`config.mk`:
```
export PLATFORM = sky130hd
export DESIGN_NAME = lsw_regbank
export DESIGN_NICKNAME = d
export VERILOG_FILES = /design/src/rtl/lsw_pkg.sv /design/src/rtl/lsw_rst_sync.sv /design/src/rtl/lsw_addr_seq.sv /design/src/rtl/lsw_mode_bank.sv /design/src/rtl/lsw_chan_out.sv /design/src/rtl/lsw_regbank.sv
export SDC_FILE = /design/constraint.sdc
export NUM_CORES = 1
export LEC_CHECK = 0
export BUFFER_PORTS_ARGS = -buffer_cell sky130_fd_sc_hd__clkbuf_2
export CAP_MARGIN = 15
export CORE_ASPECT_RATIO = 1.1
export CORE_MARGIN = 4
export CORE_UTILIZATION = 45
export DETAILED_ROUTE_END_ITERATION = 8
export PLACE_DENSITY = 0.74
export SYNTH_ARGS = -nofsm -noshare
export SYNTH_HDL_FRONTEND = slang
export SYNTH_SLANG_ARGS = --single-unit
```
`constraint.sdc`:
```
create_clock -name clk -period 8.5 [get_ports clk]
set_clock_uncertainty 0.05 [all_clocks]
set_input_delay 0.85 -clock clk [delete_from_list [all_inputs] [get_ports clk]]
set_output_delay 0.85 -clock clk [all_outputs]
set_load 0.02 [all_outputs]
```
`src/rtl/lsw_pkg.sv`:
```
package lsw_pkg;
  localparam int AW   = 8;
  localparam int DW   = 8;
  localparam int ODW  = 3;
  localparam int SRW  = 2;
  localparam int QDW  = 2;
  localparam int CFGW = ODW + SRW + QDW;

  localparam logic [AW-1:0] CFG_BASE = 8'h01;

  typedef struct packed {
    logic [ODW-1:0] dly;
    logic [SRW-1:0] slew;
    logic [QDW-1:0] qod;
  } cfg_t;

  localparam cfg_t CFG_RST = '{dly: 3'd0, slew: 2'd2, qod: 2'd2};
endpackage

```
`src/rtl/lsw_rst_sync.sv`:
```
module lsw_rst_sync (
  input  logic clk,
  input  logic rst_n,
  output logic rst_ns
);
  logic stage_q;

  always_ff @(posedge clk or negedge rst_n) begin
    if (!rst_n) begin
      stage_q <= 1'b0;
      rst_ns  <= 1'b0;
    end else begin
      stage_q <= 1'b1;
      rst_ns  <= stage_q;
    end
  end
endmodule

```
`src/rtl/lsw_addr_seq.sv`:
```
module lsw_addr_seq #(
  parameter int              AW   = 8,
  parameter logic [AW-1:0]   LAST = 8'h11
) (
  input  logic          clk,
  input  logic          rst_ns,
  input  logic          wr_stb,
  input  logic          wr_seq,
  input  logic [AW-1:0] bus_addr,
  output logic [AW-1:0] tgt
);
  logic [AW-1:0] prev_q;
  logic [AW-1:0] step;

  always_comb begin
    step = (prev_q < LAST) ? prev_q + 1'b1 : prev_q;
    tgt  = wr_seq ? step : bus_addr;
  end

  always_ff @(posedge clk or negedge rst_ns) begin
    if (!rst_ns) begin
      prev_q <= '0;
    end else if (wr_stb) begin
      prev_q <= tgt;
    end
  end
endmodule

```
`src/rtl/lsw_mode_bank.sv`:
```
module lsw_mode_bank #(
  parameter int            NCH   = 4,
  parameter int            NMODE = 12,
  parameter int            AW    = 8,
  parameter logic [AW-1:0] BASE  = 8'h06
) (
  input  logic           clk,
  input  logic           rst_ns,
  input  logic           wr_en,
  input  logic [AW-1:0]  wr_addr,
  input  logic [NCH-1:0] wr_mask,
  input  logic [AW-1:0]  sel_addr,
  input  logic [AW-1:0]  rd_addr,
  output logic           sel_hit,
  output logic [NCH-1:0] sel_mask,
  output logic           rd_hit,
  output logic [NCH-1:0] rd_mask
);
  localparam logic [AW-1:0] TOP = BASE + AW'(NMODE - 1);

  logic [NCH-1:0] mode_q [NMODE];

  for (genvar m = 0; m < NMODE; m++) begin : g_mode
    localparam logic [AW-1:0] MY_ADDR = BASE + AW'(m);
    logic we;
    assign we = wr_en && (wr_addr == MY_ADDR);

    always_ff @(posedge clk or negedge rst_ns) begin
      if (!rst_ns) begin
        mode_q[m] <= '0;
      end else if (we) begin
        mode_q[m] <= wr_mask;
      end
    end
  end

  always_comb begin
    sel_hit  = (sel_addr >= BASE) && (sel_addr <= TOP);
    rd_hit   = (rd_addr >= BASE) && (rd_addr <= TOP);
    sel_mask = '0;
    rd_mask  = '0;
    for (int m = 0; m < NMODE; m++) begin
      if (sel_addr == BASE + AW'(m)) sel_mask = mode_q[m];
      if (rd_addr == BASE + AW'(m))  rd_mask  = mode_q[m];
    end
  end
endmodule

```
`src/rtl/lsw_chan_out.sv`:
```
module lsw_chan_out #(
  parameter int NCH = 4
) (
  input  logic           clk,
  input  logic           rst_ns,
  input  logic [NCH-1:0] src_reg,
  input  logic [NCH-1:0] reg_en,
  input  logic [NCH-1:0] pin_on,
  output logic [NCH-1:0] en_q
);
  logic [NCH-1:0] en_d;

  for (genvar c = 0; c < NCH; c++) begin : g_ch
    assign en_d[c] = src_reg[c] ? reg_en[c] : pin_on[c];
  end

  always_ff @(posedge clk or negedge rst_ns) begin
    if (!rst_ns) begin
      en_q <= '0;
    end else begin
      en_q <= en_d;
    end
  end
endmodule

```
`src/rtl/lsw_regbank.sv`:
```
module lsw_regbank
  import lsw_pkg::*;
#(
  parameter int NCH   = 4,
  parameter int NMODE = 12
) (
  input  logic                 clk,
  input  logic                 rst_n,
  input  logic [AW-1:0]        bus_addr,
  input  logic [DW-1:0]        wr_data,
  input  logic                 wr_stb,
  input  logic                 wr_seq,
  input  logic                 rd_stb,
  output logic [DW-1:0]        rd_data,
  input  logic                 apply_stb,
  input  logic [AW-1:0]        apply_addr,
  input  logic [NCH-1:0]       on_pin,
  output logic [NCH-1:0]       ch_en,
  output logic [NCH*ODW-1:0]   ch_dly,
  output logic [NCH*SRW-1:0]   ch_slew,
  output logic [NCH*QDW-1:0]   ch_qod
);
  localparam logic [AW-1:0] CTRL_ADDR = CFG_BASE + AW'(NCH);
  localparam logic [AW-1:0] MODE_BASE = CTRL_ADDR + 1'b1;
  localparam logic [AW-1:0] LAST_ADDR = MODE_BASE + AW'(NMODE - 1);

  logic            rst_ns;
  logic [AW-1:0]   tgt;
  logic            ctrl_wr;
  logic            apply_ok;
  logic [DW-1:0]   ctrl_q, ctrl_d;
  logic            sel_hit, rd_hit;
  logic [NCH-1:0]  sel_mask, rd_mask;
  logic [DW-1:0]   rd_mux;
  cfg_t            cfg_q [NCH];

  lsw_rst_sync u_rst (
    .clk    (clk),
    .rst_n  (rst_n),
    .rst_ns (rst_ns)
  );

  lsw_addr_seq #(.AW(AW), .LAST(LAST_ADDR)) u_seq (
    .clk      (clk),
    .rst_ns   (rst_ns),
    .wr_stb   (wr_stb),
    .wr_seq   (wr_seq),
    .bus_addr (bus_addr),
    .tgt      (tgt)
  );

  lsw_mode_bank #(.NCH(NCH), .NMODE(NMODE), .AW(AW), .BASE(MODE_BASE)) u_modes (
    .clk      (clk),
    .rst_ns   (rst_ns),
    .wr_en    (wr_stb),
    .wr_addr  (tgt),
    .wr_mask  (wr_data[NCH-1:0]),
    .sel_addr (apply_addr),
    .rd_addr  (bus_addr),
    .sel_hit  (sel_hit),
    .sel_mask (sel_mask),
    .rd_hit   (rd_hit),
    .rd_mask  (rd_mask)
  );

  // Per-channel configuration registers and their flat outputs
  for (genvar i = 0; i < NCH; i++) begin : g_cfg
    localparam logic [AW-1:0] MY_ADDR = CFG_BASE + AW'(i);
    logic we;
    assign we = wr_stb && (tgt == MY_ADDR);

    always_ff @(posedge clk or negedge rst_ns) begin
      if (!rst_ns) begin
        cfg_q[i] <= CFG_RST;
      end else if (we) begin
        cfg_q[i] <= cfg_t'(wr_data[CFGW-1:0]);
      end
    end

    assign ch_dly[i*ODW +: ODW]  = cfg_q[i].dly;
    assign ch_slew[i*SRW +: SRW] = cfg_q[i].slew;
    assign ch_qod[i*QDW +: QDW]  = cfg_q[i].qod;
  end

  // Control register: bus write sets all bits, apply overrides the enables
  always_comb begin
    ctrl_wr  = wr_stb && (tgt == CTRL_ADDR);
    apply_ok = apply_stb && sel_hit;
    ctrl_d   = ctrl_q;
    if (ctrl_wr)  ctrl_d = wr_data;
    if (apply_ok) ctrl_d[NCH-1:0] = sel_mask;
  end

  always_ff @(posedge clk or negedge rst_ns) begin
    if (!rst_ns) begin
      ctrl_q <= '0;
    end else if (ctrl_wr || apply_ok) begin
      ctrl_q <= ctrl_d;
    end
  end

  lsw_chan_out #(.NCH(NCH)) u_out (
    .clk     (clk),
    .rst_ns  (rst_ns),
    .src_reg (ctrl_q[2*NCH-1:NCH]),
    .reg_en  (ctrl_q[NCH-1:0]),
    .pin_on  (on_pin),
    .en_q    (ch_en)
  );

  // Read port
  always_comb begin
    rd_mux = '0;
    for (int i = 0; i < NCH; i++) begin
      if (bus_addr == CFG_BASE + AW'(i)) rd_mux = DW'(cfg_q[i]);
    end
    if (bus_addr == CTRL_ADDR) rd_mux = ctrl_q;
    if (rd_hit) rd_mux = DW'(rd_mask);
  end

  always_ff @(posedge clk or negedge rst_ns) begin
    if (!rst_ns) begin
      rd_data <= '0;
    end else if (rd_stb) begin
      rd_data <= rd_mux;
    end
  end
endmodule

```
Word level (Yosys, flattened, before mapping)
Index checks and enable logic that the tools add are counted.
Operators by class
  add/subtract/negate cells: 1
  order comparisons: 5
  equal/unequal tests: 46
  mux-type cells: 38
  reduce and logical (&&, ||, !) cells: 24
Operators with widths (number)
  == test 8 x 4 -> 1 bit, second input constant: 24
  2-to-1 mux 4 bit: 26
  == test 8 x 3 -> 1 bit, second input constant: 10
  2-to-1 mux 8 bit: 7
  == test 8 x 5 -> 1 bit, second input constant: 6
  == test 8 x 2 -> 1 bit, second input constant: 4
  logical AND 1 bit: 20
  == test 8 x 1 -> 1 bit, second input constant: 2
  >= comparator 8 x 3 -> 1 bit, second input constant: 2
  less-or-equal comparator 8 x 5 -> 1 bit, second input constant: 2
  adder 8 x 1 -> 8 bit, second input constant: 1
  less-than comparator 8 x 5 -> 1 bit, second input constant: 1
  2-to-1 mux 7 bit: 1
  2-to-1 mux 1 bit: 4
  AND reduction 2 bit: 2
  nonzero test 2 bit: 1
  logical OR 1 bit: 1
Word-level totals
  register bits: 106
  bits of input ports: 34
  output and inout port bits: 40
  word-level logic and storage cells: 145

Longest topological paths before layout
Gate-level depths: netlist of the first run.
  depth after elaboration: 14
  mapped depth: 8
  gate-level depth less buffers: 8

Cells and area by module
From an unflattened synthesis of the first run, not the netlist that was laid out.
Second synthesis, totals
  cell total of the unflattened synthesis: 549
  area, all modules: 6135.9 sq um
By module, submodules not included
  lsw_mode_bank: instances 1, cells an instance 302, area each 3138.0 sq um
  lsw_regbank: instances 1, cells an instance 173, area each 2200.9 sq um
  lsw_addr_seq: instances 1, cells an instance 63, area each 583.1 sq um
  lsw_chan_out: instances 1, cells an instance 8, area each 160.2 sq um
  lsw_rst_sync: instances 1, cells an instance 3, area each 53.8 sq um

Worst setup path after synthesis of the first run
No wires, ideal clock.
  path kind: in2reg
  from: in wr_seq
  to: reg u_modes.mode_q[12] (netlist bit)
  setup time: 0.125 ns
  arrival: 2.816 ns
  required time: 8.325 ns
  path slack: 5.509 ns
  stages: 7
  cell sequence: buf_2 -> buf_2 -> nor2_1 -> a221oi_1 -> nor2_1 -> nand2_1 -> mux2_2
On the way
  longest elaborated chain between the ends: 3
RTL lines
  start: declaration: RTL line lsw_regbank.sv:12  | input logic wr_seq,
  2-to-1 mux 8 bit: RTL line lsw_addr_seq.sv:17  | tgt = wr_seq ? step : bus_addr;
  == test 8 x 4 -> 1 bit: RTL line lsw_mode_bank.sv:26  | assign we = wr_en && (wr_addr == MY_ADDR);
  logical AND 1 bit: RTL line lsw_mode_bank.sv:26
  end signal: indexed assignment: RTL line lsw_mode_bank.sv:32  | mode_q[m] <= wr_mask;
  end: declaration: RTL line lsw_mode_bank.sv:21  | logic [NCH-1:0] mode_q [NMODE];
Every way passes these cells.
A chain may end at the register's enable or synchronous reset.

Worst setup path in the final report of the first run
  from: reg u_seq.prev_q[0]
  to: reg u_modes.mode_q[32] (netlist bit)
On the way
  longest elaborated chain between the ends: 5
  elaborated cells on any way between the ends: 6
  classes of those cells: add/sub (1); order compare (1); eq/ne (1); mux (2); reduce/logical (1)
RTL lines
  start: declaration: RTL line lsw_addr_seq.sv:12  | logic [AW-1:0] prev_q;
  start signal: assignment: RTL line lsw_addr_seq.sv:24  | prev_q <= tgt;
  adder 8 x 1 -> 8 bit / less-than comparator 8 x 5 -> 1 bit (equally long branches): RTL line lsw_addr_seq.sv:16  | step = (prev_q < LAST) ? prev_q + 1'b1 : prev_q;
  2-to-1 mux 8 bit *: RTL line lsw_addr_seq.sv:16
  2-to-1 mux 8 bit *: RTL line lsw_addr_seq.sv:17
  == test 8 x 4 -> 1 bit *: RTL line lsw_mode_bank.sv:26
  logical AND 1 bit *: RTL line lsw_mode_bank.sv:26
Mark *: on every way between the ends. The rest lies on a longest branch, timed or not.

==> results of run 1 <==
==> metrics by stage <==
stage | instances | hold slack, ps | total power, µW | worst slack (ps)
after floorplan | 583 | 281 | 781 | 5290
after global placement | 805 | 236 | 856 | 5200
after detailed placement | 805 | 247 | 865 | 5150
after CTS | 821 | 206 | 1300 | 5390
after global routing | 821 | 201 | 1360 | 5180
final | 821 | 214 | 1300 | 5370
==> state kept, by name (all words and copies together), names as in the netlist <==
| register | cells |
|---|---|
| u_modes.mode_q | 48 |
| ch_dly | 12 |
| ch_qod | 8 |
| ch_slew | 8 |
| ctrl_q | 8 |
| rd_data | 8 |
| u_seq.prev_q | 8 |
| u_out.en_q | 4 |
| u_rst.rst_ns | 1 |
| u_rst.stage_q | 1 |
==> routing by layer <==
metal | share of wire (%) | routed length [µm]
met3 | 6.7 | 1180
met4 | 3.7 | 652
met2 | 47 | 8310
met1 | 42 | 7380
met5 | 0 | 0
==> worst paths after layout <==
kind / cells after the start / to / slack, ps / startpoint
worst max-delay path: 7 / u_modes.mode_q[32] / 5370 / u_seq.prev_q[0]
worst min-delay path: 1 / u_rst.rst_ns / 210 / rst_n
worst max register to register: 7 / u_modes.mode_q[32] / 5370 / u_seq.prev_q[0]
worst min register to register: 0 / u_modes.mode_q[10] / 230 / u_rst.rst_ns
max in group asynchronous: 1 / u_seq.prev_q[0] / 6930 / u_rst.rst_ns
min in group clk: 0 / u_rst.rst_ns / 300 / u_rst.stage_q
==> kinds of logic after synthesis <==
group / after synthesis / share of synthesized area (%)
multiplexers: 118 / 21.5
XOR/XNOR: 3 / 0.427
buffers and inverters: 52 / 3.39
flip-flops: 106 / 43.2
other: 1 / 0.0609
adder cells (fa/ha/maj): 2 / 0.406
AO/OA/AOI/OAI: 143 / 15.9
AND/OR/NAND/NOR: 158 / 15.1
==> report_power, final <==
part / leakage, µW / internal (µW) / switching [µW]
combinational: 0.00151 / 101 / 135
sequential: 0.00140 / 562 / 59.4
clock: 0.000151 / 236 / 209
==> layout make-up <==
cell class / count / share of cell area, %
tap: 184 / 3.32
sequential: 106 / 38.4
multi-input combinational: 425 / 47.4
clock buffer: 10 / 3.30
timing repair buffer: 77 / 5.70
clock inverter: 6 / 1.17
inverter: 13 / 0.703
==> cell usage after synthesis, types with 3 or more instances <==
master | instances | area share, %
nand2b_1 | 9 | 0.91
or3_1 | 5 | 0.51
a21o_1 | 4 | 0.49
nor2b_1 | 10 | 1.0
a22o_1 | 4 | 0.57
nand3b_1 | 4 | 0.49
or4_1 | 5 | 0.61
o221ai_1 | 12 | 1.7
a21oi_1 | 22 | 1.8
clkbuf_1 | 31 | 1.9
nand4_1 | 4 | 0.41
nor4_4 | 3 | 1.0
nand2_1 | 38 | 2.3
o22ai_1 | 9 | 0.91
dfstp_2 | 8 | 3.4
nor3_1 | 8 | 0.65
nand3_1 | 12 | 0.98
o21a_1 | 3 | 0.37
mux2_2 | 99 | 18
nor2_1 | 29 | 1.8
o21ai_0 | 37 | 3.0
a22oi_1 | 11 | 1.3
and3_1 | 4 | 0.41
buf_1 | 4 | 0.24
o211ai_1 | 10 | 1.2
a211oi_1 | 3 | 0.37
dfrtp_1 | 98 | 40
a221oi_1 | 5 | 0.71
nor4_1 | 5 | 0.51
mux2i_1 | 17 | 2.8
inv_1 | 13 | 0.79
nand4b_1 | 3 | 0.43
==> flow_summary.ini, run 1 <==
[placement]
place_hpwl_mm = 12.4
post_dp_cell_area_um2 = 6630
place_congestion = 0.951
port-buffer-count = 73

[synth]
synth_nets = 619
syn_area_um2 = 6160
synthFlopType = dfrtp_1
synthCells = 583
ys_seq_area_share_pct = 43.2
avgSynthCellArea_um2 = 10.6
synth_cell_types = 68
synth_warnings = 0
synth_edf_count = 0
synth_seq_cells = 106
async_reset_ff_share_pct = 100

[clock_tree]
numCtsBuffers = 9
clock_tree.root_cell = clkbuf_16
clk_pin_slew_ps = 70
clkLatencyLatePin_ps = 360
cts_resized = 0
clk_path_buf_depth = 2
cts_hold_buf = 0
htreeDepth = 3
cts_tree = done
cts_num_sinks = 106
cts_setup_buffers = 0

[global_routing]
grt_max_degree = 72
grt_pass1_vias = 5139
use_met3_pct = 4.86
grtUsageMet1_pct = 30.6
grt_overflow_total = 0
grt_pass1_wl_mm = 28.0
antenna_found_initial = 0
gr-max-usage-layer = met2
use_met2_pct = 36.2
track_usage_pct = 23.0

[setup_path]
critPathLaunchType = flip-flop
path_delay_family = simple AND/OR/NAND/NOR gates
cp.arrival_ps = 3320
crit_path_max_incr_delay_ps = 480
worstPathRequired_ps = 8690
critPathKind = reg2reg
path_cells = ha_1 > or4b_1 > o21ai_0 > a31oi_2 > or3_1 > nor2_2 > mux2_2
path_buf_inv = 0
slowest_stage = or4b_1
end_kind = flip-flop
crit_fanout = 7

[cells_and_area]
areaGrowthSynthToFinish_pct = 12.7
regArea_um2 = 2670
fill_cells = 1203
antenna_cells = 0
final_cell_mix = mux2_2 (99), dfrtp_1 (97), clkbuf_2 (73), nand2_1 (38), o21ai_0 (37)
fin_util_pct = 52.1
layout_commonest_cell = mux2_2
final_cell_area_um2 = 6940
final_nets = 668
drive_gt1_share_pct = 34.2
multi_input_area_um2 = 3290

[sta]
hold_violations = 0
setup_viol = 0
setup_tns_ps = 0
final.period_utilization_pct = 36.8
finalCriticalPeriod_ps = 3130
rsz0062_at_grt = false
maxSlewViolCount = 0
worst_pin_slew_ps = 877
relSlewSlack_pct = 41.5
clock.fmax_ghz = 0.319

[die]
dieHeight_um = 131
design.die.area_um2 = 15600
rows = 44
ioPinCount = 74
die_w_um = 120
core_um2 = 13300
start_util_pct = 46.2

[route]
vias = 5152
vias_per_cell = 6.28
drcViolationCount = 0
drtIter0Drc = 525
dr.pass1.iters = 5
wire_per_inst_um = 21.3
drt_wl_total_mm = 17.5
drtAntennaViolNets = 0

[power]
power_leakage_uw = 0.00306
ir_worst_vdd_mv = 0.0831
cellPowerDensity_nw_per_um2 = 188

[run]
cap_viol_max_count = 0

[hold_path]
min_path_type = in2async

[run_status]
outcome = finished, final reports clean
Note: power is estimated with default switching activity, not from simulation.
==> run 2, diff against run 1 <==
--- a/config.mk
+++ b/config.mk
@@ -11,7 +11,7 @@
 export CORE_MARGIN = 4
 export CORE_UTILIZATION = 45
 export DETAILED_ROUTE_END_ITERATION = 8
-export PLACE_DENSITY = 0.74
+export PLACE_DENSITY = 0.77
 export SYNTH_ARGS = -nofsm -noshare
 export SYNTH_HDL_FRONTEND = slang
 export SYNTH_SLANG_ARGS = --single-unit
==> constraint.sdc (replaced) <==
create_clock -name clk -period 2.5 [get_ports clk]
set_clock_uncertainty 0.05 [all_clocks]
set_input_delay 0.25 -clock clk [delete_from_list [all_inputs] [get_ports clk]]
set_output_delay 0.25 -clock clk [all_outputs]
set_load 0.02 [all_outputs]
==> flow_summary.ini, run 2 (synthesis results as in run 1) <==
[clock_tree]
clock_tree.root_cell = clkbuf_16
cts_num_sinks = 106
clkLatencyLatePin_ps = 350
numCtsBuffers = 9
clk_path_buf_depth = 2
cts_tree = done
htreeDepth = 3
clk_pin_slew_ps = 80

[setup_path]
end_kind = flip-flop
slowest_stage = or4b_4
path_cells = ha_1 > or4b_4 > a211o_1 > a31o_4 > nor2_1 > nand2_2 > mux2_2
path_delay_family = simple AND/OR/NAND/NOR gates
critPathKind = reg2reg
rrSetupSlack_ps = -160
cp.arrival_ps = 2850
crit_path_max_incr_delay_ps = 500
worstPathRequired_ps = 2690
path_buf_inv = 0
critPathLaunchType = flip-flop
crit_fanout = 5

[placement]
place_hpwl_mm = 13.1
place_inst = 851
dp_slack_ps = -206
port-buffer-count = 73
place_congestion = 1.00

[die]
rows = 44
dieHeight_um = 131
start_util_pct = 46.2
die_w_um = 120
design.die.area_um2 = 15600
ioPinCount = 74
core_um2 = 13300

[cells_and_area]
antenna_cells = 0
regArea_um2 = 2670
largest_reg_flops = 48
layout_commonest_cell = dfrtp_1
areaGrowthSynthToFinish_pct = 23.0
finalNonFillerCells = 877
top_register = u_modes.mode_q
multi_input_area_um2 = 3430
final_nets = 724
fill_cells = 1137
drive_gt1_share_pct = 42.6
final_cell_mix = dfrtp_1 (97), mux2_2 (94), clkbuf_2 (73), buf_4 (55), o21ai_0 (35)

[power]
cellPowerDensity_nw_per_um2 = 623
ir_worst_vdd_mv = 0.332
power_leakage_uw = 0.00339

[global_routing]
antenna_found_initial = 0
grt_overflow_total = 0
grt_pass1_wl_mm = 28.6
grt_max_degree = 60
grt_pass1_vias = 5316
track_usage_pct = 23.1

[sta]
rsz0062_at_grt = true
worst_pin_slew_ps = 783
hold_violations = 0
maxSlewViolCount = 0
setup_viol = 84
fin_ws_ps = -161
final.period_utilization_pct = 106
relSlewSlack_pct = 47.8
clock.fmax_ghz = 0.376
finalCriticalPeriod_ps = 2660

[route]
vias = 5431
wire_per_inst_um = 20.7
drcViolationCount = 0
dr.pass1.iters = 6
drtAntennaViolNets = 0
vias_per_cell = 6.19
drt_wl_total_mm = 18.1
drtIter0Drc = 603

[hold_path]
min_path_type = in2reg

[run_status]
outcome = complete, but fails checks
violations = negative setup slack

[run]
cap_viol_max_count = 0
==> run 2: metrics by stage <==
step	power, µW	hold slack [ps]	TNS (ps)	util [%]	instance area, µm²
final	4720	66.4	-5760	56.9	7570
after global routing	4910	66.7	-12060	56.9	7570
after CTS	4700	69.6	-3030	56.4	7510
after detailed placement	3050	-12.2	-8930	52.5	7000
after global placement	3020	-13.7	-6380	52.5	7000
after floorplan	2660	-95.6	-2310	-	6170
==> run 2: worst reg2reg max path, cell delays in order (launching register included) <==
cell,delay [ps]
dfrtp_1,400
ha_1,200
or4b_4,500
a211o_1,330
a31o_4,290
nor2_1,270
nand2_2,190
mux2_2,320
==> run 2: report_power, final <==
| part | internal [µW] | total (µW) | switching (µW) |
|---|---|---|---|
| registers | 1910 | 2120 | 209 |
| clock network | 913 | 1630 | 720 |
| logic | 461 | 970 | 509 |
==> run 2: layout make-up <==
class	instances	share of cell area (%)
clock buffer	9	2.97
clock inverter	7	1.57
inverter	13	0.644
multi-input combinational	425	45.2
sequential	106	35.2
tap	184	3.04
timing repair buffer	133	11.3
==> run 2: path summary, 6_finish.rpt <==
check                                     start            endpoint  cells past startpoint
worst min register to register    u_rst.stage_q        u_rst.rst_ns                      0
worst min-delay path                  on_pin[2]       u_out.en_q[2]                      2
min in group asynchronous                 rst_n        u_rst.rst_ns                      2
worst max register to register  u_seq.prev_q[0]  u_modes.mode_q[40]                      7
max in group asynchronous          u_rst.rst_ns  u_modes.mode_q[23]                      1
worst max-delay path            u_seq.prev_q[0]  u_modes.mode_q[40]                      7
==> run 2: per-layer routing <==
metal  part of all wire, %  up-vias  GRT usage (%)  routed length (µm)
li1                      -     2392              -                   -
met1                    42     2755           30.7                7530
met4                   1.9        0           5.66                 344
met2                    50      250           39.2                9000
met5                     0        -              0                   0
met3                   6.9       34           4.78                1250
==> run 2: what timing repair did <==
item / in CTS / in global routing
endpoints found under the setup margin: 84 / 84
gates cloned: 0 / 0
endpoints found under the hold margin: 2 / 0
hold buffers: 1 / 0
buffers inserted: 8 / 1
resized for setup: 18 / 15
pin swaps: 4 / 3
